### src/rtl/fti_pkg.sv
package fti_pkg;

  // Fine-grained levels are the nibble shifted left by this amount.
  localparam int TRIG_SHIFT = 2;

  typedef enum logic {SIDE_TX = 1'b0, SIDE_RX = 1'b1} side_e;

  // Coarse TX selection: spaces that must be free.
  function automatic int legacy_tx_level(input logic [1:0] sel);
    case (sel)
      2'd0:    return 8;
      2'd1:    return 16;
      2'd2:    return 32;
      default: return 56;
    endcase
  endfunction

  // Coarse RX selection: characters that must be present.
  function automatic int legacy_rx_level(input logic [1:0] sel);
    case (sel)
      2'd0:    return 8;
      2'd1:    return 16;
      2'd2:    return 56;
      default: return 60;
    endcase
  endfunction

endpackage

### src/rtl/fti_level_sel.sv
module fti_level_sel
  import fti_pkg::*;
#(
  parameter int    CNT_W = 7,
  parameter side_e SIDE  = SIDE_TX
) (
  input  logic [3:0]       nibble,
  input  logic [1:0]       legacy_sel,
  output logic [CNT_W-1:0] level
);

  logic [CNT_W-1:0] fine_lvl;
  logic [CNT_W-1:0] coarse_lvl;

  assign fine_lvl = CNT_W'(nibble) << TRIG_SHIFT;

  generate
    if (SIDE == SIDE_RX) begin : g_rx
      assign coarse_lvl = CNT_W'(legacy_rx_level(legacy_sel));
    end else begin : g_tx
      assign coarse_lvl = CNT_W'(legacy_tx_level(legacy_sel));
    end
  endgenerate

  // fine level wins when nonzero; R5/R6 coarse fallback otherwise.
  assign level = (nibble != 4'd0) ? fine_lvl : coarse_lvl;

endmodule

### src/rtl/fti_cmp.sv
module fti_cmp #(
  parameter int CNT_W = 7
) (
  input  logic             clk,
  input  logic             rst,
  input  logic [CNT_W-1:0] count,
  input  logic [CNT_W-1:0] level,
  output logic             irq
);

  always_ff @(posedge clk) begin
    if (rst) irq <= 1'b0;
    else     irq <= (count >= level);
  end

  // flag follows the threshold relation one cycle later.
  a_r3_cmp_set: assert property (@(posedge clk) disable iff (rst)
    (count >= level) |=> irq);
  a_r3_cmp_clr: assert property (@(posedge clk) disable iff (rst)
    (count < level) |=> !irq);

endmodule

### src/rtl/fti_rx_timeout.sv
module fti_rx_timeout #(
  parameter int CNT_W     = 7,
  parameter int TMO_CHARS = 4
) (
  input  logic             clk,
  input  logic             rst,
  input  logic [CNT_W-1:0] rx_fill,
  input  logic             rx_char,
  input  logic             rx_read,
  input  logic             idle_tick,
  output logic             tmo_irq
);

  localparam int TW = $clog2(TMO_CHARS + 1);
  localparam logic [TW-1:0] TMO_V = TW'(TMO_CHARS);

  logic [TW-1:0] idle_q;
  logic [TW-1:0] idle_nx;
  logic          empty;
  logic          restart;

  assign empty   = (rx_fill == '0);
  assign restart = rx_char | rx_read;

  always_comb begin
    if (empty || restart)
      idle_nx = '0;
    else if (idle_tick && (idle_q != TMO_V))
      idle_nx = idle_q + 1'b1;
    else
      idle_nx = idle_q;
  end

  always_ff @(posedge clk) begin
    if (rst) begin
      idle_q  <= '0;
      tmo_irq <= 1'b0;
    end else begin
      idle_q  <= idle_nx;
      tmo_irq <= (idle_nx == TMO_V);
    end
  end

  // timeout only ever reported while data was present.
  a_r7_needs_data: assert property (@(posedge clk) disable iff (rst)
    tmo_irq |-> $past(rx_fill != '0));
  // once raised, it holds while nothing disturbs it.
  a_r7_holds: assert property (@(posedge clk) disable iff (rst)
    (tmo_irq && !restart && !empty) |=> tmo_irq);
  // a character or read clears it.
  a_r8_restart_clears: assert property (@(posedge clk) disable iff (rst)
    restart |=> (!tmo_irq && idle_q == '0));
  // an empty FIFO clears it.
  a_r9_empty_clears: assert property (@(posedge clk) disable iff (rst)
    empty |=> (!tmo_irq && idle_q == '0));

endmodule

### src/rtl/fifo_trig_irq.sv
module fifo_trig_irq
  import fti_pkg::*;
#(
  parameter int DEPTH     = 64,
  parameter int TMO_CHARS = 4,
  parameter int CNT_W     = $clog2(DEPTH + 1)
) (
  input  logic             clk,
  input  logic             rst,
  input  logic [CNT_W-1:0] tx_free,
  input  logic [CNT_W-1:0] rx_fill,
  input  logic [7:0]       trig_reg,
  input  logic [7:0]       fifo_ctl,
  input  logic             rx_char,
  input  logic             rx_read,
  input  logic             idle_tick,
  output logic             tx_ready_irq,
  output logic             rx_ready_irq,
  output logic             rx_timeout_irq
);

  logic [CNT_W-1:0] tx_level;
  logic [CNT_W-1:0] rx_level;

  fti_level_sel #(.CNT_W(CNT_W), .SIDE(SIDE_TX)) u_tx_sel (
    .nibble     (trig_reg[3:0]),
    .legacy_sel (fifo_ctl[5:4]),
    .level      (tx_level)
  );

  fti_level_sel #(.CNT_W(CNT_W), .SIDE(SIDE_RX)) u_rx_sel (
    .nibble     (trig_reg[7:4]),
    .legacy_sel (fifo_ctl[7:6]),
    .level      (rx_level)
  );

  fti_cmp #(.CNT_W(CNT_W)) u_tx_cmp (
    .clk (clk), .rst (rst), .count (tx_free), .level (tx_level), .irq (tx_ready_irq)
  );

  fti_cmp #(.CNT_W(CNT_W)) u_rx_cmp (
    .clk (clk), .rst (rst), .count (rx_fill), .level (rx_level), .irq (rx_ready_irq)
  );

  fti_rx_timeout #(.CNT_W(CNT_W), .TMO_CHARS(TMO_CHARS)) u_tmo (
    .clk       (clk),
    .rst       (rst),
    .rx_fill   (rx_fill),
    .rx_char   (rx_char),
    .rx_read   (rx_read),
    .idle_tick (idle_tick),
    .tmo_irq   (rx_timeout_irq)
  );

  // every selected level is a legal multiple of four in 4..60.
  a_r1_tx_level_legal: assert property (@(posedge clk) disable iff (rst)
    (tx_level >= CNT_W'(4)) && (tx_level <= CNT_W'(60)) && (tx_level[1:0] == 2'b00));
  a_r2_rx_level_legal: assert property (@(posedge clk) disable iff (rst)
    (rx_level >= CNT_W'(4)) && (rx_level <= CNT_W'(60)) && (rx_level[1:0] == 2'b00));
  // outputs cleared by reset.
  a_r10_reset_clear: assert property (@(posedge clk)
    rst |=> (!tx_ready_irq && !rx_ready_irq && !rx_timeout_irq));

endmodule

### config.mk
export PLATFORM = sky130hd
export DESIGN_NAME = fifo_trig_irq
export DESIGN_NICKNAME = d
export VERILOG_FILES = /design/src/rtl/fti_pkg.sv /design/src/rtl/fti_level_sel.sv /design/src/rtl/fti_cmp.sv /design/src/rtl/fti_rx_timeout.sv /design/src/rtl/fifo_trig_irq.sv
export SDC_FILE = /design/constraint.sdc
export NUM_CORES = 1
export LEC_CHECK = 0
export BUFFER_PORTS_ARGS = -buffer_cell sky130_fd_sc_hd__buf_2
export CAP_MARGIN = 40
export CORE_UTILIZATION = 43
export DETAILED_ROUTE_END_ITERATION = 10
export GPL_TIMING_DRIVEN = 1
export PLACE_DENSITY = 0.81
export REMOVE_ABC_BUFFERS = 1
export SYNTH_ARGS = -nofsm -noshare
export SYNTH_HDL_FRONTEND = slang
export SYNTH_SLANG_ARGS = --single-unit
### constraint.sdc
create_clock -name clk -period 2.4 [get_ports clk]
set_input_delay 0.12 -clock clk [delete_from_list [all_inputs] [get_ports clk]]
set_output_delay 0.12 -clock clk [all_outputs]
set_load 0.02 [all_outputs]
Yosys cells after proc, flatten, opt, wreduce, memory -nomap -nowiden
Cells that the tools add are included.

storage, ports and cells
  register bits after elaboration = 6
  input port bits = 35
  output and inout port bits = 3

cells by class
  add/sub/neg operators = 1
  magnitude comparators = 2
  eq/ne operators = 6
  multiplexer cells = 6
  bitwise logic cells = 1
  reductions and logical operators = 7

operators by type and width
  operator                                             number
  one-hot mux 6 bit (3 select lines)                   2
  greater-or-equal comparator 7 x 6 -> 1 bit           2
  2-to-1 mux 6 bit                                     2
  nonzero test 4 bit                                   2
  logical NOT 7 bit                                    1
  2-to-1 mux 3 bit                                     2
  equality test 2 x 1 -> 1 bit, second input constant  2
  equality test 2 bit, second input constant           2
  logical NOT 2 bit                                    2
  adder 3 x 1 -> 3 bit, second input constant          1
  equality test 3 bit, second input constant           1
  != test 3 bit, second input constant                 1
  logical AND 1 bit                                    1
  logical OR 1 bit                                     1
  bitwise OR 1 bit                                     1

Logic depth before layout (Yosys ltp)
Gate-level depths: netlist (run 1).

  depth in word-level cells = 5
  gate-level depth with buffers = 9
  gate-level depth less buffers = 9

Modules after synthesis
Synthesis (run 1) repeated with hierarchy kept, for this count alone.

unflattened totals
  cell total of the unflattened synthesis = 102
  area, all modules = 858.3 um^2

by module, submodules not included
  module                    times used  cells an instance  area an instance (um^2)  sequential area each (um^2)
  fti_cmp                   2           24                 205.2                    20.0
  fti_rx_timeout            1           22                 239.0                    80.1
  fti_level_sel (u_tx_sel)  1           18                 120.1                    0.0
  fti_level_sel (u_rx_sel)  1           14                 88.8                     0.0

Worst setup path before layout (run 1)
No wires, ideal clock.

  path type = in2reg
  start = in fifo_ctl[4]
  end = reg u_tx_cmp.irq
  setup time = 125 ps
  arrival = 1280 ps
  data required time = 2275 ps
  slack = 995 ps
  stages = 8
  cell sequence = inv_1 -> ha_1 -> nor4b_1 -> nor2_1 -> ha_1 -> a21o_1 -> a211oi_1 -> a21oi_1

on the way
  cells in the longest elaborated chain, start to end = 4

RTL lines
  what                                               RTL line             source
  from (decl)                                        fifo_trig_irq.sv:13  input logic [7:0] fifo_ctl,
  equality test 2 bit, or another cell as far along  fti_pkg.sv:10        case (sel)
  one-hot mux 6 bit (3 select lines) (*)             fti_pkg.sv:10
  2-to-1 mux 6 bit (*)                               fti_level_sel.sv:26  assign level = (nibble != 4'd0) ? fine_lvl : coarse_lvl;
  greater-or-equal comparator 7 x 6 -> 1 bit (*)     fti_cmp.sv:13        else irq <= (count >= level);
  to (signal assigned)                               fti_cmp.sv:13
  to (decl)                                          fti_cmp.sv:8         output logic irq

Every way passes the cells marked *; elsewhere a longest branch is shown, timed or not.
A chain may end at the register's enable or synchronous reset.

Worst setup path after layout (run 1)
  start = reg u_tmo.idle_q[0]
  end = reg u_tmo.tmo_irq

on the way
  cells in the longest elaborated chain, start to end = 5

RTL lines
  what                                                                          RTL line              source
  from (decl)                                                                   fti_rx_timeout.sv:17  logic [TW-1:0] idle_q;
  from (signal assigned)                                                        fti_rx_timeout.sv:39  idle_q <= idle_nx;
  parallel branches: the longest is 2 deep, another holds adder 3 x 1 -> 3 bit  -
  2-to-1 mux 3 bit (*)                                                          fti_rx_timeout.sv:28  else if (idle_tick && (idle_q != TMO_V))
  2-to-1 mux 3 bit (*)                                                          fti_rx_timeout.sv:26  if (empty || restart)
  equality test 3 bit (*)                                                       fti_rx_timeout.sv:40  tmo_irq <= (idle_nx == TMO_V);
  to (signal assigned)                                                          fti_rx_timeout.sv:40
  to (decl)                                                                     fti_rx_timeout.sv:11  output logic tmo_irq

Mark *: on every way between the ends.

==> results of run 1 <==
[power groups by stage]
stage	logic [mW]	registers [mW]	clock network (mW)
5_1_grt	0.102	0.105	0.103
6_report	0.0902	0.105	0.0948
2_1_floorplan	0.0431	0.111	0
3_3_place_gp	0.0869	0.107	0
3_5_place_dp	0.0904	0.107	0
4_1_cts	0.0911	0.105	0.0981
[worst max path at each step]
stage	startpoint	end	slack [ns]	depth (start not counted)
2_1_floorplan	fifo_ctl[4]	u_tx_cmp.irq	0.99	8
3_3_place_gp	fifo_ctl[4]	u_tx_cmp.irq	0.79	9
3_5_place_dp	fifo_ctl[4]	u_tx_cmp.irq	0.78	9
4_1_cts	u_tmo.idle_q[0]	u_tmo.tmo_irq	0.84	5
5_1_grt	u_tmo.idle_q[0]	u_tmo.tmo_irq	0.76	5
6_report	u_tmo.idle_q[0]	u_tmo.tmo_irq	0.85	5
[synthesized netlist by cell type]
| cell | count | area [um^2] |
|---|---|---|
| a21oi_1 | 5 | 25.0 |
| o2111ai_1 | 2 | 17.5 |
| nand3b_1 | 1 | 7.51 |
| nor3b_1 | 2 | 15.0 |
| a21boi_4 | 1 | 18.8 |
| or4_1 | 1 | 7.51 |
| a2111oi_2 | 1 | 15.0 |
| clkbuf_1 | 1 | 3.75 |
| ha_1 | 13 | 163 |
| a21o_1 | 2 | 15.0 |
| o21ai_2 | 1 | 8.76 |
| nor2b_1 | 1 | 6.26 |
| and4b_1 | 1 | 10.0 |
| nand2b_1 | 1 | 6.26 |
| nor2_1 | 11 | 41.3 |
| xnor2_1 | 1 | 8.76 |
| nor4b_1 | 1 | 8.76 |
| mux2i_1 | 1 | 10.0 |
| inv_1 | 8 | 30.0 |
| a31o_2 | 1 | 8.76 |
| a211oi_1 | 2 | 15.0 |
| or3_1 | 2 | 12.5 |
| nor3_1 | 3 | 15.0 |
| nor4_1 | 3 | 18.8 |
| dfxtp_1 | 6 | 120 |
[kinds of logic (layout without fill, tap and decap cells)]
logic type | Yosys count | count (layout) | share of synthesized area
buffers and inverters | 9 | 44 | 0.0556
DFF | 6 | 6 | 0.198
AOI/OAI and AO/OA | 15 | 15 | 0.204
muxes | 1 | 1 | 0.0165
adders and majority gates | 13 | 13 | 0.267
xor gates and xnor gates | 1 | 1 | 0.0144
and+or+nand+nor | 27 | 27 | 0.245
[critical path: stages, from the launching register on]
cell and delay (ns):
dfxtp_1 0.35, inv_1 0.09, ha_1 0.22, a21boi_4 0.09
or3_1 0.34, a2111oi_2 0.36
[metal layers]
metal	up-vias	GRT usage
li1	336	-
met1	272	0.205
met2	30	0.352
met3	0	0.0511
met4	0	0
met5	-	0
[flip-flops by register name, indices dropped and copies added (netlist names)]
register,cells
u_tmo.idle_q,3
u_tx_cmp.irq,1
u_rx_cmp.irq,1
u_tmo.tmo_irq,1
[per-stage QoR]
stage	utilization	instances	power, mW	hold WS, ns	area (um^2)
detailed placement	0.606	119	0.197	0.333	788
global placement	0.606	119	0.194	0.334	788
CTS	0.623	122	0.294	0.0693	811
floorplan	-	71	0.154	0.189	604
global route	0.623	122	0.311	0.0738	811
finish	0.623	122	0.290	0.0794	811
[layout by cell type (no fill, tap or decap)]
master | netlist | layout
o21ai_2 | 1 | 1
dfxtp_1 | 6 | 6
or4_1 | 1 | 1
nor4b_1 | 1 | 1
nor3b_1 | 2 | 2
nor2_1 | 11 | 11
buf_2 | 0 | 33
o2111ai_1 | 2 | 2
nor2b_1 | 1 | 1
a21boi_4 | 1 | 1
a21oi_1 | 5 | 5
nand2b_1 | 1 | 1
nor3_1 | 3 | 3
nor4_1 | 3 | 3
a2111oi_2 | 1 | 1
inv_1 | 8 | 8
clkbuf_4 | 0 | 3
or3_1 | 2 | 2
and4b_1 | 1 | 1
xnor2_1 | 1 | 1
mux2i_1 | 1 | 1
nand3b_1 | 1 | 1
a211oi_1 | 2 | 2
ha_1 | 13 | 13
a21o_1 | 2 | 2
a31o_2 | 1 | 1
[layout make-up]
cell class | count | area, um^2 | share of cell area
Clock buffer | 3 | 22.5 | 0.0278
Inverter | 8 | 30.0 | 0.0370
Multi-Input combinational cell | 57 | 454 | 0.560
Sequential cell | 6 | 120 | 0.148
Tap cell | 15 | 18.8 | 0.0231
Timing Repair Buffer | 33 | 165 | 0.204
==> impl_metrics.yaml, run 1 <==
die:
  fp.dieArea_um2: 1570
  io_pins: 38
  die_width_um: 39.6
  fp.dieH_um: 39.6
  core_um2: 1300
  rows: 13
  initial_utilization: 0.467
job:
  cap_viol_max_count: 0
cts:
  cts_buffers: 3
  cts-root-buf: "clkbuf_4"
  clk_pin_slew_ns: 0.05
  clockBufferDepth: 2
  cts_resized: 0
  cts_tree: "yes"
  cts_htree_levels: 1
  cts_setup_buffers: 0
  clk_latency_ns: 0.25
  ctsHoldBuffers: 0
  cts.sinks: 6
power_and_ir_drop:
  ir_drop_mv: 0.183
  intPower_uw: 207
  power.leakage_nw: 0.419
  p_sw_uw: 83.4
  power_frac_seq: 0.362
  swShare: 0.288
  share_comb_of_total_power: 0.311
  p_clk_frac: 0.327
  power.density_nw_per_um2: 358
detailed_routing:
  routed-wl-met2_um: 631
  wl_met1_um: 583
  drc: 0
  wl_met3_um: 88
  top_layer_used: "met3"
  first_pass_iters: 4
  drt_first_iter_violations: 5
  drt-vias-per-instance: 5.23
  routed_wl_mm: 1.30
  wl_per_cell_um: 10.7
  dr_total_vias: 638
  postRouteAntennaNets: 0
run_status:
  outcome: "finished clean"
timing:
  setup_ws_ns: 0.847
  rsz0062_at_grt: "no"
  timing.fmax_mhz: 644
  hold_viol_final: 0
  period_needed_ns: 1.55
  skew_ns: 0.00167
  slew_headroom: 0.824
  fin_setup_tns_ns: 0
  report.final.slew_viol_count: 0
  finalCritPeriodShare: 0.647
  tightest_slew_ns: 0.260
  setup_viol: 0
synthesis:
  synthDistinctLibCells: 25
  syn-instance-count: 72
  syn_area_um2: 608
  synth_seq_cells: 6
  syn_area_per_cell_um2: 8.45
  yosysWarnings: 0
  yosysSeqAreaShare: 0.198
cells_and_area:
  n_antenna_cell: 0
  syn_to_final_growth_pct: 33.3
  final_layout_size_suffix_gt1_frac: 0.374
  finalNetCount: 157
  fillers: 130
placement:
  post-dp-hpwl_mm: 1.12
  gp_congestion: 0.693
  dp_slack_ns: 0.785
  port_buffers: 33
global_route:
  grt_pass1_wl_mm: 1.93
  antenna_found_initial: 0
  grt_max_degree: 6
  grt_overflow: 0
  grtUsageTotal: 0.183
  grt_pass1_vias: 492
critical_path:
  r2r_cells: 5
  end_kind: "flip-flop"
  path_class: "reg2reg"
  r2r_start: "u_tmo.idle_q[0]"
  crit_path_max_fanout: 5
  arrival_ns: 1.70
  r2r_slack_ns: 0.85
  timing.rr.end: "u_tmo.tmo_irq"
  startpoint_type: "flip-flop"
  required_ns: 2.54
worst_hold_path:
  worstHoldStart: "rst"
  min_path_cells: 2
  min_to: "u_tx_cmp.irq"
  hold_path_class: "in2reg"
No activity file was read; power rests on OpenSTA's default activity.
==> inputs of run 2 (changes only) <==
CORE_UTILIZATION = 41   (was 43)
PLACE_DENSITY = 0.77   (was 0.81)
clock period = 1.5 ns   (was 2.4 ns; I/O delays follow)
==> impl_metrics.yaml, run 2 (same netlist as run 1, synthesis figures left out) <==
detailed_routing:
  wl_per_cell_um: 10.9
  first_pass_iters: 2
  dr_total_vias: 648
  drt-vias-per-instance: 5.23
  drt_first_iter_violations: 1
  routed_wl_mm: 1.35
  postRouteAntennaNets: 0
  drc: 0
placement:
  dpl-instance-area_um2: 803
  post-dp-hpwl_mm: 1.19
  gp_congestion: 0.694
  port_buffers: 33
timing:
  slew_headroom: 0.836
  setup_viol: 0
  hold_viol_final: 0
  skew_ns: 0.00926
  timing.fmax_mhz: 724
  period_needed_ns: 1.38
  finalCritPeriodShare: 0.920
  tightest_slew_ns: 0.242
  rsz0062_at_grt: "no"
  report.final.slew_viol_count: 0
cts:
  cts.sinks: 6
  clk_latency_ns: 0.25
  cts_tree: "yes"
  ctsHoldBuffers: 0
  cts-root-buf: "clkbuf_4"
  cts_htree_levels: 1
  cts_buffers: 3
  cts_setup_buffers: 0
  clk_pin_slew_ns: 0.05
  clockBufferDepth: 2
critical_path:
  startpoint_type: "flip-flop"
  crit_path_max_fanout: 4
  critPathMaxStageDelay_ns: 0.33
  path_cells: "inv_1 -> ha_2 -> a21boi_4 -> or3_1 -> a2111oi_2"
  end_kind: "flip-flop"
  crit_slowest_cell: "dfxtp_1"
  required_ns: 1.65
  path_class: "reg2reg"
  arrival_ns: 1.53
die:
  io_pins: 38
  initial_utilization: 0.456
  die_width_um: 40.5
  fp.dieArea_um2: 1640
  fp.dieH_um: 40.5
  core_um2: 1330
  rows: 13
global_route:
  antenna_found_initial: 0
  grt_max_degree: 5
  grtUsageTotal: 0.186
  grt_pass1_vias: 548
  grt_overflow: 0
  grt_pass1_wl_mm: 1.97
cells_and_area:
  ff_latch_area_um2: 120
  fin_area_um2: 835
  fillers: 122
  post-route-util: 0.626
  syn_to_final_growth_pct: 37.2
  final_cell_mix: "buf_2, ha_1, nor2_1, inv_1, dfxtp_1"
  final_layout_size_suffix_gt1_frac: 0.404
  final_common_cell: "buf_2"
  top_register: "u_tmo.idle_q"
  largest_register_ffs: 3
  multiInputGateArea_um2: 463
  finalNetCount: 159
  n_antenna_cell: 0
power_and_ir_drop:
  power.leakage_nw: 0.429
  intPower_uw: 336
  p_sw_uw: 137
  finalPower_uw: 473
  p_clk_frac: 0.324
  power_frac_seq: 0.354
  ir_drop_mv: 0.358
  power.density_nw_per_um2: 567
  swShare: 0.290
  share_comb_of_total_power: 0.322
job:
  cap_viol_max_count: 0
worst_hold_path:
  hold_path_class: "in2reg"
run_status:
  outcome: "finished clean"
-- run 2: metrics by stage --
stage          hold WS (ns)  setup WS, ns  TNS (ns)  std cells
6_report             0.0116         0.119         0        124
2_1_floorplan         0.144         0.106         0         71
4_1_cts              0.0126        0.0121         0        124
5_1_grt              0.0128       0.00302         0        124
3_5_place_dp          0.278        -0.121    -0.121        121
3_3_place_gp          0.272       -0.0473   -0.0473        121
-- run 2: worst paths after layout --
kind | slack [ns] | endpoint | startpoint | cells after the start
hold / removal | 0.01 | u_rx_cmp.irq | rst | 2
setup / recovery | 0.12 | u_tmo.tmo_irq | u_tmo.idle_q[1] | 5
hold reg to reg | 0.56 | u_tmo.idle_q[1] | u_tmo.idle_q[1] | 2
setup reg to reg | 0.12 | u_tmo.tmo_irq | u_tmo.idle_q[1] | 5
-- run 2: power groups by stage --
stage	combinational [mW]	sequential, mW	clock [mW]
final	0.152	0.167	0.153
after global routing	0.173	0.168	0.167
after CTS	0.153	0.167	0.159
after detailed placement	0.151	0.170	0
after global placement	0.145	0.170	0
after floorplan	0.0689	0.177	0
-- run 2: worst max-delay path, delay by kind of cell, from the launching register on --
family          cells  cell delay (ns)
fa+ha+maj           1             0.20
simple gates        1             0.33
compound gates      2             0.36
flops               1             0.33
buf+inv             1             0.07
-- run 2: layer usage --
layer	up-vias	GRT usage	wire length, um
li1	341	-	-
met2	31	0.377	674
met4	0	0.0250	6
met5	-	0	0
met1	274	0.168	553
met3	2	0.0833	117
-- run 2: what timing repair did --
action,4_1_cts,5_1_grt
hold endpoints to repair,0,0
resized for setup,0,2
setup endpoints to repair,0,2
-- run 2: area by class of cell --
class,count,share of cell area
clock buffers,3,0.0270
multi-input cells,57,0.555
inverters,8,0.0360
well taps,15,0.0225
flip-flops and latches,6,0.144
repair buffers,35,0.216
==> inputs of run 3 (changes only) <==
ABC_AREA = 1   (was unset)
CORE_UTILIZATION = 43   (was 41)
PLACE_DENSITY = 0.78   (was 0.77)
==> impl_metrics.yaml, run 3 <==
run_status:
  outcome: "finished clean"
timing:
  fin_setup_tns_ns: 0
  setup_viol: 0
  holdWs_ns: 0.0240
  skew_ns: 0.00202
  timing.fmax_mhz: 849
  tightest_slew_ns: 0.163
  report.final.slew_viol_count: 0
  hold_viol_final: 0
  finalCritPeriodShare: 0.785
  slew_headroom: 0.891
  period_needed_ns: 1.18
  rsz0062_at_grt: "no"
global_route:
  grtUsageTotal: 0.163
  use_met3: 0.0172
  grt_overflow: 0
  busiest_layer: "met2"
  grt_pass1_wl_mm: 2.30
  grt_pass1_vias: 655
  grt_use_met2: 0.300
  antenna_found_initial: 0
  grt_max_degree: 5
  met1_usage: 0.186
worst_hold_path:
  hold_path_class: "in2reg"
cells_and_area:
  final_layout_size_suffix_gt1_frac: 0.268
  stdcell_count: 169
  finalNetCount: 203
  n_antenna_cell: 0
  fin_area_um2: 896
  syn_to_final_growth_pct: 29.5
  largest_register_ffs: 3
  final_common_cell: "buf_2"
  final_cell_mix: "buf_2, nand2_1, inv_1, nor2_1, ha_1"
  top_register: "u_tmo.idle_q"
power_and_ir_drop:
  power.leakage_nw: 0.572
  power.density_nw_per_um2: 509
  ir_drop_mv: 0.242
synthesis:
  syn-instance-count: 118
  yosysWarnings: 0
  synth_seq_cells: 6
  yosysSeqAreaShare: 0.174
  syn_area_um2: 692
  async_flop_share: 0
  synth-edff-count: 0
  yosysMostFrequentCell: "nand2_1"
  synthDistinctLibCells: 13
  synth_top_area_cell: "ha_1"
  yosysTopAreaCellShare: 0.235
  syn_area_per_cell_um2: 5.86
  synth_ff_type: "dfxtp_1"
  synthTopCellsByCount: "nand2_1, inv_1, nor2_1"
  ys_top_cells_by_area: "ha_1, dfxtp_1, nand2_1"
critical_path:
  required_ns: 1.68
  arrival_ns: 1.36
  crit_path_frequent_cell: "nand2_1"
  crit_family: "simple AND/OR/NAND/NOR gates"
  path_class: "reg2reg"
  path_buf_inv: 2
  startpoint_type: "flip-flop"
  path_cells: "inv_1 -> ha_1 -> nand2_1 -> nand2_1 -> nand2_1 -> nand2_1 -> inv_1 -> nand2_1 -> nor2_2"
  crit_path_max_fanout: 3
  critPathMaxStageDelay_ns: 0.35
  end_kind: "flip-flop"
  crit_slowest_cell: "dfxtp_1"
cts:
  cts_resized: 0
  cts.sinks: 6
  cts_buffers: 3
  clk_latency_ns: 0.24
  cts_tree: "yes"
  cts_setup_buffers: 0
  clockBufferDepth: 2
  ctsHoldBuffers: 0
  cts-root-buf: "clkbuf_4"
  cts_htree_levels: 1
  clk_pin_slew_ns: 0.04
placement:
  port_buffers: 33
  dpl-instance-area_um2: 873
  gp_congestion: 0.785
  post-dp-hpwl_mm: 1.16
  place_inst: 166
detailed_routing:
  drt-vias-per-instance: 4.47
  drt_first_iter_violations: 21
  postRouteAntennaNets: 0
  wl_per_cell_um: 7.51
  first_pass_iters: 4
  drc: 0
  routed_wl_mm: 1.27
  dr_total_vias: 756
die:
  initial_utilization: 0.459
  fp.dieArea_um2: 1770
  io_pins: 38
  fp.dieH_um: 42.1
  rows: 14
  core_um2: 1510
  die_width_um: 42.1
job:
  cap_viol_max_count: 0
run 3: cell types whose count changed after synthesis, sizes merged, moves of 2 or more:
cell	delta
nor3	-3
nand3	+6
inv	+19
or3	-2
o2111ai	-2
nor2	+15
nor3b	-2
nand2	+31
o21bai	+2
a21o	-2
a211oi	-2
nor4	-3
run 3: kinds of logic after synthesis:
kind of cell / count (synthesis) / synth area share
buffers and inverters: 28 / 0.152
and+or+nand+nor: 64 / 0.376
AOI/OAI and AO/OA: 7 / 0.0633
DFF: 6 / 0.174
adders and majority gates: 13 / 0.235
run 3: where the power goes:
part | switching [mW] | internal [mW]
Combinational | 0.0771 | 0.0705
Sequential | 0.00159 | 0.166
Clock | 0.0510 | 0.0900
run 3: metal layers:
layer	wire (um)	share of wire
met3	42	0.033
met2	667	0.53
met4	17	0.013
met1	541	0.43
met5	0	0
run 3: worst paths after layout:
kind	startpoint	endpoint	slack, ns	cells past startpoint
max	u_tmo.idle_q[0]	u_tmo.tmo_irq	0.32	9
min	rst	u_tx_cmp.irq	0.02	2
max reg2reg	u_tmo.idle_q[0]	u_tmo.tmo_irq	0.32	9
min reg2reg	u_tmo.idle_q[1]	u_tmo.idle_q[1]	0.58	4
run 3: area by class of cell:
cell class	count	area (um^2)
clock buffer	3	22.5
fill	164	611
inverter	27	101
multi-input combinational	84	467
sequential	6	120
tap	16	20.0
timing repair buffer	33	165
run 3: stage by stage:
step,utilization,worst slack [ns],power (mW)
detailed placement,0.580,0.142,0.319
CTS,0.595,0.319,0.462
global placement,0.580,0.162,0.313
floorplan,-,0.334,0.254
global route,0.595,0.211,0.499
finish,0.595,0.323,0.456
